**src/rtl/timer_reg_pkg.sv**
```systemverilog
package timer_reg_pkg;
  typedef enum logic [1:0] {
    SEL_CNT_HI = 2'd0,
    SEL_CNT_LO = 2'd1,
    SEL_RLD_HI = 2'd2,
    SEL_RLD_LO = 2'd3
  } reg_sel_e;
endpackage

```
**src/rtl/trp_cnt_rd_latch.sv**
```systemverilog
module trp_cnt_rd_latch #(
  parameter int BW = 8
) (
  input  logic          clk,
  input  logic          rst,
  input  logic          rd_hi,
  input  logic          rd_lo,
  input  logic [BW-1:0] live_lo,
  output logic [BW-1:0] rd_lo_data
);
  logic [BW-1:0] snap_q;
  logic          held_q;

  // Upper read takes the snapshot; lower read consumes it.
  always_ff @(posedge clk) begin
    if (rst) begin
      snap_q <= '0;
      held_q <= 1'b0;
    end else if (rd_hi) begin
      snap_q <= live_lo;
      held_q <= 1'b1;
    end else if (rd_lo) begin
      held_q <= 1'b0;
    end
  end

  assign rd_lo_data = held_q ? snap_q : live_lo;
endmodule

```
**src/rtl/trp_cnt_wr_path.sv**
```systemverilog
module trp_cnt_wr_path #(
  parameter int BW = 8
) (
  input  logic            clk,
  input  logic            rst,
  input  logic            wr_hi,
  input  logic            wr_lo,
  input  logic [BW-1:0]   wdata,
  input  logic [2*BW-1:0] live,
  output logic            load,
  output logic [2*BW-1:0] load_val
);
  // Unbuffered: each byte write is forwarded at once and merged with the live half.
  always_ff @(posedge clk) begin
    if (rst) begin
      load     <= 1'b0;
      load_val <= '0;
    end else begin
      load <= wr_hi | wr_lo;
      if (wr_hi)
        load_val <= {wdata, live[BW-1:0]};
      else if (wr_lo)
        load_val <= {live[2*BW-1:BW], wdata};
    end
  end
endmodule

```
**src/rtl/trp_rld_preload.sv**
```systemverilog
module trp_rld_preload #(
  parameter int                BW      = 8,
  parameter logic [2*BW-1:0]   RLD_RST = '1
) (
  input  logic            clk,
  input  logic            rst,
  input  logic            wr_hi,
  input  logic            wr_lo,
  input  logic [BW-1:0]   wdata,
  input  logic            upd_evt,
  output logic [2*BW-1:0] pre,
  output logic [2*BW-1:0] shadow
);
  logic locked_q;
  logic armed_q;

  always_ff @(posedge clk) begin
    if (rst) begin
      pre      <= RLD_RST;
      shadow   <= RLD_RST;
      locked_q <= 1'b0;
      armed_q  <= 1'b0;
    end else begin
      // The transfer uses the state from before this cycle's write.
      if (upd_evt && armed_q && !locked_q) begin
        shadow  <= pre;
        armed_q <= 1'b0;
      end
      if (wr_hi) begin
        pre[2*BW-1:BW] <= wdata;
        locked_q       <= 1'b1;
        armed_q        <= 1'b0;
      end else if (wr_lo) begin
        pre[BW-1:0] <= wdata;
        if (locked_q) begin
          locked_q <= 1'b0;
          armed_q  <= 1'b1;
        end
      end
    end
  end
endmodule

```
**src/rtl/timer_reg_port.sv**
```systemverilog
module timer_reg_port
  import timer_reg_pkg::*;
#(
  parameter int              BW      = 8,
  parameter int              ADDR_W  = 3,
  parameter logic [2*BW-1:0] RLD_RST = '1
) (
  input  logic              clk,
  input  logic              rst,
  input  logic [ADDR_W-1:0] bus_addr,
  input  logic              bus_wr,
  input  logic              bus_rd,
  input  logic [BW-1:0]     bus_wdata,
  output logic [BW-1:0]     bus_rdata,
  input  logic [2*BW-1:0]   cnt_live,
  output logic              cnt_load,
  output logic [2*BW-1:0]   cnt_load_val,
  input  logic              upd_evt,
  output logic [2*BW-1:0]   rld_shadow
);
  localparam int CW = 2 * BW;

  reg_sel_e      sel;
  logic          hit;
  logic          rd_cnt_hi, rd_cnt_lo;
  logic          wr_cnt_hi, wr_cnt_lo, wr_rld_hi, wr_rld_lo;
  logic [BW-1:0] lo_rd_byte;
  logic [CW-1:0] pre_val;

  assign sel = reg_sel_e'(bus_addr[1:0]);
  assign hit = (bus_addr >> 2) == '0;

  assign rd_cnt_hi = bus_rd && hit && sel == SEL_CNT_HI;
  assign rd_cnt_lo = bus_rd && hit && sel == SEL_CNT_LO;
  assign wr_cnt_hi = bus_wr && hit && sel == SEL_CNT_HI;
  assign wr_cnt_lo = bus_wr && hit && sel == SEL_CNT_LO;
  assign wr_rld_hi = bus_wr && hit && sel == SEL_RLD_HI;
  assign wr_rld_lo = bus_wr && hit && sel == SEL_RLD_LO;

  trp_cnt_rd_latch #(.BW(BW)) u_rd_latch (
    .clk        (clk),
    .rst        (rst),
    .rd_hi      (rd_cnt_hi),
    .rd_lo      (rd_cnt_lo),
    .live_lo    (cnt_live[BW-1:0]),
    .rd_lo_data (lo_rd_byte)
  );

  trp_cnt_wr_path #(.BW(BW)) u_wr_path (
    .clk      (clk),
    .rst      (rst),
    .wr_hi    (wr_cnt_hi),
    .wr_lo    (wr_cnt_lo),
    .wdata    (bus_wdata),
    .live     (cnt_live),
    .load     (cnt_load),
    .load_val (cnt_load_val)
  );

  trp_rld_preload #(.BW(BW), .RLD_RST(RLD_RST)) u_preload (
    .clk     (clk),
    .rst     (rst),
    .wr_hi   (wr_rld_hi),
    .wr_lo   (wr_rld_lo),
    .wdata   (bus_wdata),
    .upd_evt (upd_evt),
    .pre     (pre_val),
    .shadow  (rld_shadow)
  );

  always_ff @(posedge clk) begin
    if (rst) begin
      bus_rdata <= '0;
    end else if (bus_rd && hit) begin
      unique case (sel)
        SEL_CNT_HI: bus_rdata <= cnt_live[CW-1:BW];
        SEL_CNT_LO: bus_rdata <= lo_rd_byte;
        SEL_RLD_HI: bus_rdata <= pre_val[CW-1:BW];
        SEL_RLD_LO: bus_rdata <= pre_val[BW-1:0];
        default:    bus_rdata <= '0;
      endcase
    end else begin
      bus_rdata <= '0;
    end
  end
endmodule

```
**config.mk**
```make
export PLATFORM = sky130hd
export DESIGN_NAME = timer_reg_port
export DESIGN_NICKNAME = d
export VERILOG_FILES = /design/src/rtl/timer_reg_pkg.sv /design/src/rtl/trp_cnt_rd_latch.sv /design/src/rtl/trp_cnt_wr_path.sv /design/src/rtl/trp_rld_preload.sv /design/src/rtl/timer_reg_port.sv
export SDC_FILE = /design/constraint.sdc
export NUM_CORES = 1
export LEC_CHECK = 0
export BUFFER_PORTS_ARGS = -buffer_cell sky130_fd_sc_hd__buf_2
export CAP_MARGIN = 10
export CORE_MARGIN = 2
export CORE_UTILIZATION = 45
export CTS_CLUSTER_DIAMETER = 60
export DETAILED_ROUTE_END_ITERATION = 10
export MAX_ROUTING_LAYER = met4
export PLACE_DENSITY = 0.65
export SKIP_LAST_GASP = 1
export SLEW_MARGIN = 10
export SYNTH_ARGS = -nofsm -noshare
export SYNTH_HDL_FRONTEND = slang
export SYNTH_HIERARCHICAL = 1
export SYNTH_SLANG_ARGS = --single-unit
```
**constraint.sdc**
```tcl
create_clock -name clk -period 6.2 [get_ports clk]
set_input_delay 1.24 -clock clk [delete_from_list [all_inputs] [get_ports clk]]
set_output_delay 1.24 -clock clk [all_outputs]
set_load 0.05 [all_outputs]
```
==> run_results.csv, run 1 <==
group,metric,value,unit
min_path,whs_path_depth,2,
timing,setup_viol,0,
floorplanning,num_rows,30,
setup_path,critical-path-max-stage-delay,0.96,ns
floorplanning,die_h,86.81,um
synthesis,synthAdderAreaFrac,0,%
place,numPortBuffers,72,
synthesis,syn_area_per_cell,10.32,um2
setup_path,cpMaxStageDelayCell,"nor4bb_4",
clock_network,cts_buffers,9,
grt,first_global_vias,2162,
routing,wl,6.412,mm
setup_path,path_depth,4,
timing,setup_ws,3.376,ns
synthesis,synth_top_family_by_area,"multiplexers",
clock_network,cts_hold_buf,0,
timing,max_slew_margin,24.33,%
setup_path,setup.worst_path.end_class,"register",
timing,min_period,2.824,ns
setup_path,startpoint_type,"primary input",
timing,tightest_slew,1.135,ns
clock_network,path_clk_slew,0.07,ns
routing,antenna_left,0,
power,ir_drop,107.1,uV
setup_path,reg2regPathDepth,2,
synthesis,yosys.area_share.xor_xnor,0,%
setup_path,path_cells,"buf_2, nor4bb_4, nor2b_1, o211ai_1",
synthesis,yosysSeqAreaShare,44.12,%
cells_and_area,postLayoutCoreUtil,53.63,%
clock_network,cts_resized,0,
timing,rsz0062_at_grt,"false",
floorplanning,die-area,7535,um2
setup_path,crit_family,"simple AND/OR/NAND/NOR gates",
timing,fmax,354.1,MHz
cells_and_area,final_cell_mix,"buf_2 (72), dfxtp_1 (68), mux2i_1 (64), nor2_1 (42), a211oi_1 (16)",
timing,hold_viol,0,
cells_and_area,area_delta_synth_final,16.79,%
synthesis,synth_seq_cells,68,
clock_network,cts_num_sinks,68,
floorplanning,floorplan.initialDensity,45.92,%
place,dpl-instance-area,3393,um2
setup_path,path_class,"primary input to register",
synthesis,syn_area,3085,um2
routing,drc_errors,0,
power,p_per_area,257.3,nW/um2
timing,fin_skew,0.004853,ns
clock_network,cts-root-buf,"clkbuf_8",
run_status,outcome,"complete, no violations",
routing,drt-initial-drc-count,73,
cells_and_area,num_antenna_cells,0,
timing,fin_hold_ws,0.5024,ns
clock_network,cts_tree,"done",
cells_and_area,stdcell_area,3603,um2
grt,grt_max_degree,63,
place,hpwl,4.524,mm
min_path,worstHoldPathType,"register to register",
power,total_power,0.9271,mW
routing,vias,2277,
cells_and_area,nNetsFinal,390,
synthesis,syn_nets,331,
grt,grt_pass1_wl,10.68,mm
setup_path,path_buf_inv,1,
cells_and_area,fill_cells,624,
floorplanning,die_width,86.81,um
clock_network,clk_latency,0.34,ns
synthesis,muxShareOfSynthArea,24.66,%
floorplanning,ioPinCount,73,
grt,overflow,0,
place,gp_congestion,0.7320,
setup_path,regToRegSetupSlack,4.72,ns
timing,period_share,45.54,%
cells_and_area,multi_input_area,1531,um2
job,maxCapViolCount,0,
routing,wl_per_cell,14.47,um
synthesis,synth_compound_area_share,8.435,%
timing,slew_violations,0,
grt,grt_use_total,18.77,%
grt,antenna_found_initial,0,
floorplanning,core-area,6719,um2
setup_path,cp_max_fo,22,
power,p_leak,1.500,nW
clock_network,cts_buffer_depth,2,
routing,drt_first_pass_iters,4,
cells_and_area,regArea,1361,um2
place,post-place-ws,3.014,ns
synthesis,synth_cell_types,30,
cells_and_area,drive_above_1_share,28.93,%
cells_and_area,final_cells,443,
clock_network,cts_max_level,3,
setup_path,cp_data_arrival_time,3.07,ns
clock_network,post-cts-setup-buffer-count,0,
synthesis,synthSimpleGateAreaFrac,15.37,%
setup_path,crit_required,6.45,ns
routing,via_per_inst,5.140,
cells_and_area,final_common_cell,"buf_2",
synthesis,yosysWarnings,6,
synthesis,synth_cells,299,
place,placedCellCount,427,
timing,tns,0,ns
state kept, by name, indices dropped and copies added, names as in the netlist:
register / flops
u_rd_latch/held_q: 1
bus_rdata: 8
u_preload/locked_q: 1
u_rd_latch/snap_q: 8
u_preload/pre: 16
u_preload/shadow: 16
u_wr_path/load: 1
u_wr_path/load_val: 16
u_preload/armed_q: 1
worst register-to-register path: cells and delay by family, from the launching register on:
kind             cells  cell delay (ns)
AND/OR/NAND/NOR      1             0.82
multiplexers         1             0.27
flip-flops           1             0.32
cells in the mapped netlist (all sizes together):
| cell | instances | area share [%] |
|---|---|---|
| nor4bb | 1 | 0.32 |
| o21a | 1 | 0.24 |
| and4bb | 2 | 0.81 |
| a21oi | 1 | 0.16 |
| clkbuf | 5 | 0.61 |
| nor2 | 42 | 5.1 |
| mux2i | 64 | 21 |
| nand2 | 8 | 0.97 |
| and4b | 1 | 0.32 |
| a211oi | 17 | 4.3 |
| nor2b | 14 | 2.8 |
| or4b | 1 | 0.45 |
| or4bb | 1 | 0.36 |
| mux2 | 8 | 3.9 |
| nor4b | 2 | 0.57 |
| o211ai | 8 | 1.9 |
| o22ai | 8 | 1.6 |
| buf | 20 | 5.5 |
| nand3b | 8 | 1.9 |
| and3b | 1 | 0.28 |
| nand2b | 2 | 0.41 |
| dfxtp | 68 | 44 |
| o21ai | 1 | 0.16 |
| inv | 11 | 1.3 |
| and2b | 4 | 0.97 |
routing by layer:
metal	global-route usage (%)	part of all wire, %	up-vias	wire (um)
met4	8.523	1.8	0	113
met3	3.429	5.6	11	359
met5	-	0	-	0
li1	-	-	1159	-
met1	26.43	51	1035	3253
met2	25.95	42	72	2686
worst paths after layout:
kind                        startpoint                    to
setup / recovery           bus_addr[0]      u_preload/pre[7]
hold / removal    u_rd_latch/snap_q[7]  u_rd_latch/snap_q[7]
setup reg to reg    u_preload/locked_q   u_preload/shadow[7]
hold reg to reg   u_rd_latch/snap_q[7]  u_rd_latch/snap_q[7]
power by group:
group          internal, mW  total (mW)  switching [mW]
combinational        0.0383       0.106          0.0681
sequential            0.449       0.456         0.00722
clock                 0.205       0.365           0.160
cells by family after synthesis:
kind of cell	after synthesis
AND/OR/NAND/NOR	87
multiplexers	72
flip-flops	68
AO/OA/AOI/OAI	36
buffers and inverters	36
area by class of cell:
class | count | area share (%)
clock inverters | 5 | 1.389
repair buffers | 73 | 10.21
clock buffers | 11 | 4.201
multi-input cells | 195 | 42.50
well taps | 80 | 2.778
flip-flops and latches | 68 | 37.78
inverters | 11 | 1.146
Power figures use the tool's default switching activity.
==> run 2, diff against run 1 <==
--- a/config.mk
+++ b/config.mk
@@ -5,6 +5,7 @@
 export SDC_FILE = /design/constraint.sdc
 export NUM_CORES = 1
 export LEC_CHECK = 0
+export ABC_AREA = 1
 export BUFFER_PORTS_ARGS = -buffer_cell sky130_fd_sc_hd__buf_2
 export CAP_MARGIN = 10
 export CORE_MARGIN = 2
@@ -12,7 +13,7 @@
 export CTS_CLUSTER_DIAMETER = 60
 export DETAILED_ROUTE_END_ITERATION = 10
 export MAX_ROUTING_LAYER = met4
-export PLACE_DENSITY = 0.65
+export PLACE_DENSITY = 0.67
 export SKIP_LAST_GASP = 1
 export SLEW_MARGIN = 10
 export SYNTH_ARGS = -nofsm -noshare
==> constraint.sdc (replaced) <==
create_clock -name clk -period 2.33 [get_ports clk]
set_input_delay 0.466 -clock clk [delete_from_list [all_inputs] [get_ports clk]]
set_output_delay 0.466 -clock clk [all_outputs]
set_load 0.05 [all_outputs]
==> run 2 against run 1 <==
  * Cell area grew 1.2%
  * Largest power group unchanged
  * Non-clock buffer count up 9
  * Sequential cell count unchanged
  * Register-to-register slack worse by 3.7 ns
  * Sequential share of layout area fell by 0.45 points
  * Critical path type unchanged
  * Routed wire length increased by 26%
==> run_results.csv, run 2 <==
group,metric,value,unit
run_status,outcome,"complete, no violations",
timing,tns,0,ns
min_path,worstHoldPathType,"primary input to register",
synthesis,synth_edf_count,0,
synthesis,synth.area.top_cells,"dfxtp_1 (44%), nand2_1 (17%), nand3_1 (13%), nor2_1 (7.0%), inv_1 (4.6%)",
clock_network,cts_resized,0,
power,p_seq_share,49.1,%
synthesis,yosysSeqAreaShare,44.35,%
grt,overflow,0,
timing,fmax,536.5,MHz
grt,grt_pass1_wl,12.97,mm
synthesis,syn_area,3069,um2
cells_and_area,postLayoutCoreUtil,54.59,%
synthesis,yosysWarnings,6,
timing,max_slew_margin,38.82,%
place,gp_congestion,0.8950,
cells_and_area,final_cells,609,
power,power.share.clock,38.3,%
cells_and_area,final_common_cell,"nand2_1",
clock_network,cts_tree,"done",
power,p_sw,0.7037,mW
grt,grt_max_degree,20,
place,hpwl,5.976,mm
floorplanning,floorplan.initialDensity,45.94,%
place,post-place-ws,0.1329,ns
clock_network,post-cts-setup-buffer-count,0,
cells_and_area,multi_input_area,1378,um2
timing,fin_skew,0.008684,ns
clock_network,cts_hold_buf,0,
setup_path,path_class,"primary input to register",
synthesis,synth_seq_cells,68,
clock_network,clk_latency,0.34,ns
floorplanning,ioPinCount,73,
grt,first_global_vias,2711,
synthesis,synth_most_common_cell,"nand2_1",
cells_and_area,area_delta_synth_final,18.83,%
clock_network,cts_buffers,9,
power,switching_share,28.40,%
power,total_power,2.477,mW
cells_and_area,nNetsFinal,556,
clock_network,path_clk_slew,0.08,ns
clock_network,cts-root-buf,"clkbuf_8",
routing,via_per_inst,5.194,
setup_path,startpoint_type,"primary input",
place,placedCellCount,593,
timing,setup_viol,0,
routing,vias,3163,
clock_network,cts_num_sinks,68,
job,maxCapViolCount,0,
timing,rsz0062_at_grt,"false",
synthesis,yosys.area.top_type,"dfxtp_1",
setup_path,crit_required,2.58,ns
synthesis,ys_top_cells_by_count,"nand2_1 (139), nand3_1 (78), dfxtp_1 (68), nor2_1 (57), inv_1 (38)",
setup_path,cp_data_arrival_time,2.11,ns
routing,antenna_left,0,
routing,wl_per_cell,13.27,um
power,intPower,1.774,mW
power,ir_drop,297.6,uV
place,numPortBuffers,72,
power,p_leak,1.951,nW
setup_path,setup.worst_path.end_class,"register",
power,p_per_area,679.3,nW/um2
cells_and_area,reg_top3,"u_preload/pre (16), u_preload/shadow (16), u_wr_path/load_val (16)",
floorplanning,die-area,7497,um2
timing,tightest_slew,0.9144,ns
floorplanning,die_h,86.59,um
routing,drt_first_pass_iters,5,
setup_path,cp_max_fo,15,
routing,drt-initial-drc-count,189,
synthesis,syn_area_per_cell,6.790,um2
cells_and_area,regArea,1361,um2
clock_network,cts_buffer_depth,2,
timing,slew_violations,0,
synthesis,syn_nets,484,
routing,wl,8.083,mm
floorplanning,num_rows,30,
synthesis,synth_cell_types,19,
floorplanning,core-area,6681,um2
floorplanning,die_width,86.59,um
power,p_comb_share,12.6,%
timing,hold_viol,0,
grt,grt_use_total,22.88,%
routing,drc_errors,0,
setup_path,reg2regPathDepth,5,
timing,min_period,1.864,ns
cells_and_area,fill_cells,689,
synthesis,synth_cells,452,
cells_and_area,num_antenna_cells,0,
grt,antenna_found_initial,0,
timing,setup_ws,0.4661,ns
cells_and_area,final_cell_mix,"nand2_1 (139), nand3_1 (78), buf_2 (72), dfxtp_1 (68), nor2_1 (57)",
cells_and_area,drive_above_1_share,21.36,%
timing,period_share,79.99,%
synthesis,synth_top_area_share,44.35,%
clock_network,cts_max_level,3,
synthesis,async_flop_share,0,%
synthesis,synth_ff_type,"dfxtp_1",
min_path,whs_path_depth,3,
==> run 2: changes by cell type in the layout (fill, tap and decap cells not counted), sizes merged, moves of 17 or more <==
cell,before,now
nand2,8,141
nand3,0,79
mux2i,64,0
a211oi,17,0
inv,11,47
nor2,42,59
==> run 2: final cells by class <==
cell class / count / area share [%]
clock buffer: 9 / 3.396
clock inverter: 7 / 1.852
inverter: 47 / 4.974
multi-input combinational: 316 / 37.77
sequential: 68 / 37.32
tap: 80 / 2.744
timing repair buffer: 82 / 11.94
==> run 2: worst paths after layout <==
kind,from,endpoint,slack [ns]
setup / recovery,bus_addr[0],u_wr_path/load_val[7],0.47
hold reg to reg,u_preload/shadow[8],u_preload/shadow[8],0.46
setup reg to reg,u_rd_latch/held_q,bus_rdata[3],1.02
hold / removal,cnt_live[5],u_rd_latch/snap_q[5],0.39
==> run 2: routing by layer <==
layer | global-route usage (%) | share of wire, % | vias to the layer above
met3 | 5.429 | 6.8 | 24
met1 | 30.45 | 46 | 1435
met5 | - | 0 | -
met4 | 11.22 | 4.1 | 0
met2 | 32.52 | 43 | 125
li1 | - | - | 1579
==> run 2: power by group through the flow <==
stage / combinational (mW) / sequential, mW / clock (mW)
floorplan: 0.151 / 1.30 / 0
global placement: 0.306 / 1.24 / 0
detailed placement: 0.308 / 1.24 / 0
CTS: 0.309 / 1.22 / 0.963
global route: 0.344 / 1.22 / 1.01
finish: 0.312 / 1.22 / 0.948
==> run 2: cells by family after synthesis <==
logic type	after synthesis	synth area share, %
AND/OR/NAND/NOR	297	41.66
flip-flops	68	44.35
AO/OA/AOI/OAI	19	3.220
buffers and inverters	68	10.76
==> run 2: critical path, cell delays in order <==
cell	delay (ns)
buf_2	0.14
inv_6	0.10
nand2_2	0.06
nor2_1	0.69
nor2_2	0.21
buf_4	0.23
nand2_1	0.06
nand3_1	0.06
nand2_1	0.06
inv_1	0.04
==> run 2: stage by stage <==
step / hold slack, ns / cell area, um2
floorplan: 0.4516 / 3069
global placement: 0.4351 / 3456
global route: 0.4024 / 3647
finish: 0.3882 / 3647
detailed placement: 0.4390 / 3456
CTS: 0.3727 / 3647
==> run 3, diff against run 2 <==
--- a/config.mk
+++ b/config.mk
@@ -5,7 +5,7 @@
 export SDC_FILE = /design/constraint.sdc
 export NUM_CORES = 1
 export LEC_CHECK = 0
-export ABC_AREA = 1
+export ABC_AREA = 0
 export BUFFER_PORTS_ARGS = -buffer_cell sky130_fd_sc_hd__buf_2
 export CAP_MARGIN = 10
 export CORE_MARGIN = 2
@@ -13,7 +13,7 @@
 export CTS_CLUSTER_DIAMETER = 60
 export DETAILED_ROUTE_END_ITERATION = 10
 export MAX_ROUTING_LAYER = met4
-export PLACE_DENSITY = 0.67
+export PLACE_DENSITY = 0.65
 export SKIP_LAST_GASP = 1
 export SLEW_MARGIN = 10
 export SYNTH_ARGS = -nofsm -noshare
==> constraint.sdc (replaced) <==
create_clock -name clk -period 1.8 [get_ports clk]
set_input_delay 0.36 -clock clk [delete_from_list [all_inputs] [get_ports clk]]
set_output_delay 0.36 -clock clk [all_outputs]
set_load 0.05 [all_outputs]
==> run 3 against run 2 <==
  * Die area up 0.51%
  * Sequential share of layout area about the same
  * Register-to-register slack lost 0.43 ns
  * Cell area down 0.10%
  * Final cell count down 26%
  * Clock power rose by 23%
  * Critical path type is now register to output port
  * Largest cell class unchanged
==> run_results.csv, run 3 (same netlist as run 1, synthesis figures left out) <==
group,metric,value,unit
run_status,outcome,"complete, no violations",
clock_network,cts_buffers,9,
place,post-place-ws,0.1850,ns
power,intPower,2.334,mW
clock_network,post-cts-setup-buffer-count,0,
min_path,worstHoldPathType,"primary input to register",
routing,drt_first_pass_iters,4,
power,switching_share,25.03,%
timing,rsz0062_at_grt,"false",
grt,grt_pass1_wl,10.95,mm
grt,antenna_found_initial,0,
setup_path,startpoint_type,"register",
floorplanning,num_rows,30,
grt,grt_max_degree,61,
place,numPortBuffers,72,
setup_path,crit_family,"flip-flops",
floorplanning,floorplan.initialDensity,45.92,%
timing,fin_skew,0.008760,ns
setup_path,setup.worst_path.end_class,"output port",
cells_and_area,nNetsFinal,398,
timing,hold_viol,0,
clock_network,clk_latency,0.33,ns
routing,via_per_inst,5.112,
routing,drc_errors,0,
timing,tightest_slew,0.6158,ns
cells_and_area,reg_top3,"u_preload/pre (16), u_preload/shadow (16), u_wr_path/load_val (16)",
setup_path,path_buf_inv,1,
routing,drt-initial-drc-count,83,
routing,vias,2290,
setup_path,crit_required,1.44,ns
power,ir_drop,468.6,uV
power,p_per_area,854.6,nW/um2
setup_path,cpMaxStageDelayCell,"dfxtp_1",
timing,fin_hold_ws,0.2966,ns
place,gp_congestion,0.7324,
power,power.share.clock,37.5,%
clock_network,cts_buffer_depth,2,
clock_network,cts_resized,0,
clock_network,cts-root-buf,"clkbuf_8",
power,p_comb_share,12.1,%
timing,setup_viol,0,
setup_path,regToRegSetupSlack,0.59,ns
floorplanning,ioPinCount,73,
floorplanning,die_h,86.81,um
clock_network,path_clk_slew,0.07,ns
place,hpwl,4.683,mm
timing,min_period,1.314,ns
job,maxCapViolCount,0,
setup_path,critical-path-max-stage-delay,0.35,ns
setup_path,path_class,"register to output port",
cells_and_area,drive_above_1_share,29.89,%
cells_and_area,final_cell_mix,"buf_2 (72), dfxtp_1 (68), mux2i_1 (64), nor2_1 (42), a211oi_1 (16)",
timing,slew_violations,0,
clock_network,cts_num_sinks,68,
power,p_leak,1.524,nW
routing,antenna_left,0,
clock_network,cts_max_level,3,
power,p_sw,0.7794,mW
timing,period_share,73.00,%
cells_and_area,num_antenna_cells,0,
power,p_seq_share,50.4,%
cells_and_area,multi_input_area,1523,um2
timing,setup_ws,0.4860,ns
setup_path,cp_max_fo,2,
floorplanning,die_width,86.81,um
cells_and_area,area_delta_synth_final,18.09,%
setup_path,path_cells,"buf_2",
timing,max_slew_margin,58.95,%
cells_and_area,fill_cells,624,
cells_and_area,final_common_cell,"buf_2",
grt,grt_use_total,19.19,%
clock_network,cts_hold_buf,0,
routing,wl,6.601,mm
timing,fmax,761.0,MHz
floorplanning,core-area,6719,um2
cells_and_area,regArea,1361,um2
power,total_power,3.114,mW
floorplanning,die-area,7535,um2
grt,overflow,0,
timing,tns,0,ns
routing,wl_per_cell,14.73,um
setup_path,cp_data_arrival_time,0.95,ns
grt,first_global_vias,2199,
clock_network,cts_tree,"done",
run 3: worst reg2reg max path: stages (launching register included):
cell and delay [ns]:
dfxtp_1 0.30, buf_4 0.19, mux2_4 0.31, mux2i_1 0.15, o22ai_1 0.12
run 3: layout make-up:
cell class                 instances  share of cell area, %
multi-input combinational        195                  41.79
clock inverter                     3                  1.099
tap                               80                  2.747
inverter                          11                  1.133
timing repair buffer              81                  12.09
clock buffer                      10                  3.777
sequential                        68                  37.36
run 3: path summary, 6_finish.rpt:
kind | depth (start not counted) | endpoint | from
worst max-delay path | 1 | cnt_load_val[0] | u_wr_path/load_val[0]
worst max register to register | 4 | bus_rdata[4] | u_rd_latch/held_q
worst min register to register | 2 | u_preload/armed_q | u_preload/locked_q
worst min-delay path | 3 | u_rd_latch/snap_q[2] | cnt_live[2]
run 3: through the flow:
stage / util, % / cells / instance area (um2)
after global placement: 51.58 / 435 / 3466
final: 54.23 / 448 / 3643
after detailed placement: 51.58 / 435 / 3466
after floorplan: - / 299 / 3092
after CTS: 54.23 / 448 / 3643
after global routing: 54.23 / 448 / 3643
run 3: power groups by stage:
| stage | registers, mW | logic, mW | clock network, mW |
|---|---|---|---|
| finish | 1.57 | 0.376 | 1.17 |
| global placement | 1.60 | 0.373 | 0 |
| detailed placement | 1.60 | 0.377 | 0 |
| CTS | 1.57 | 0.379 | 1.20 |
| floorplan | 1.69 | 0.173 | 0 |
| global route | 1.57 | 0.405 | 1.26 |
run 3: layer usage:
| layer | GRT usage [%] | part of all wire [%] | vias to the layer above |
|---|---|---|---|
| li1 | - | - | 1177 |
| met1 | 27.27 | 53 | 1036 |
| met2 | 27.06 | 42 | 67 |
| met3 | 3.429 | 4.1 | 10 |
| met4 | 7.244 | 1.4 | 0 |
| met5 | - | 0 | - |
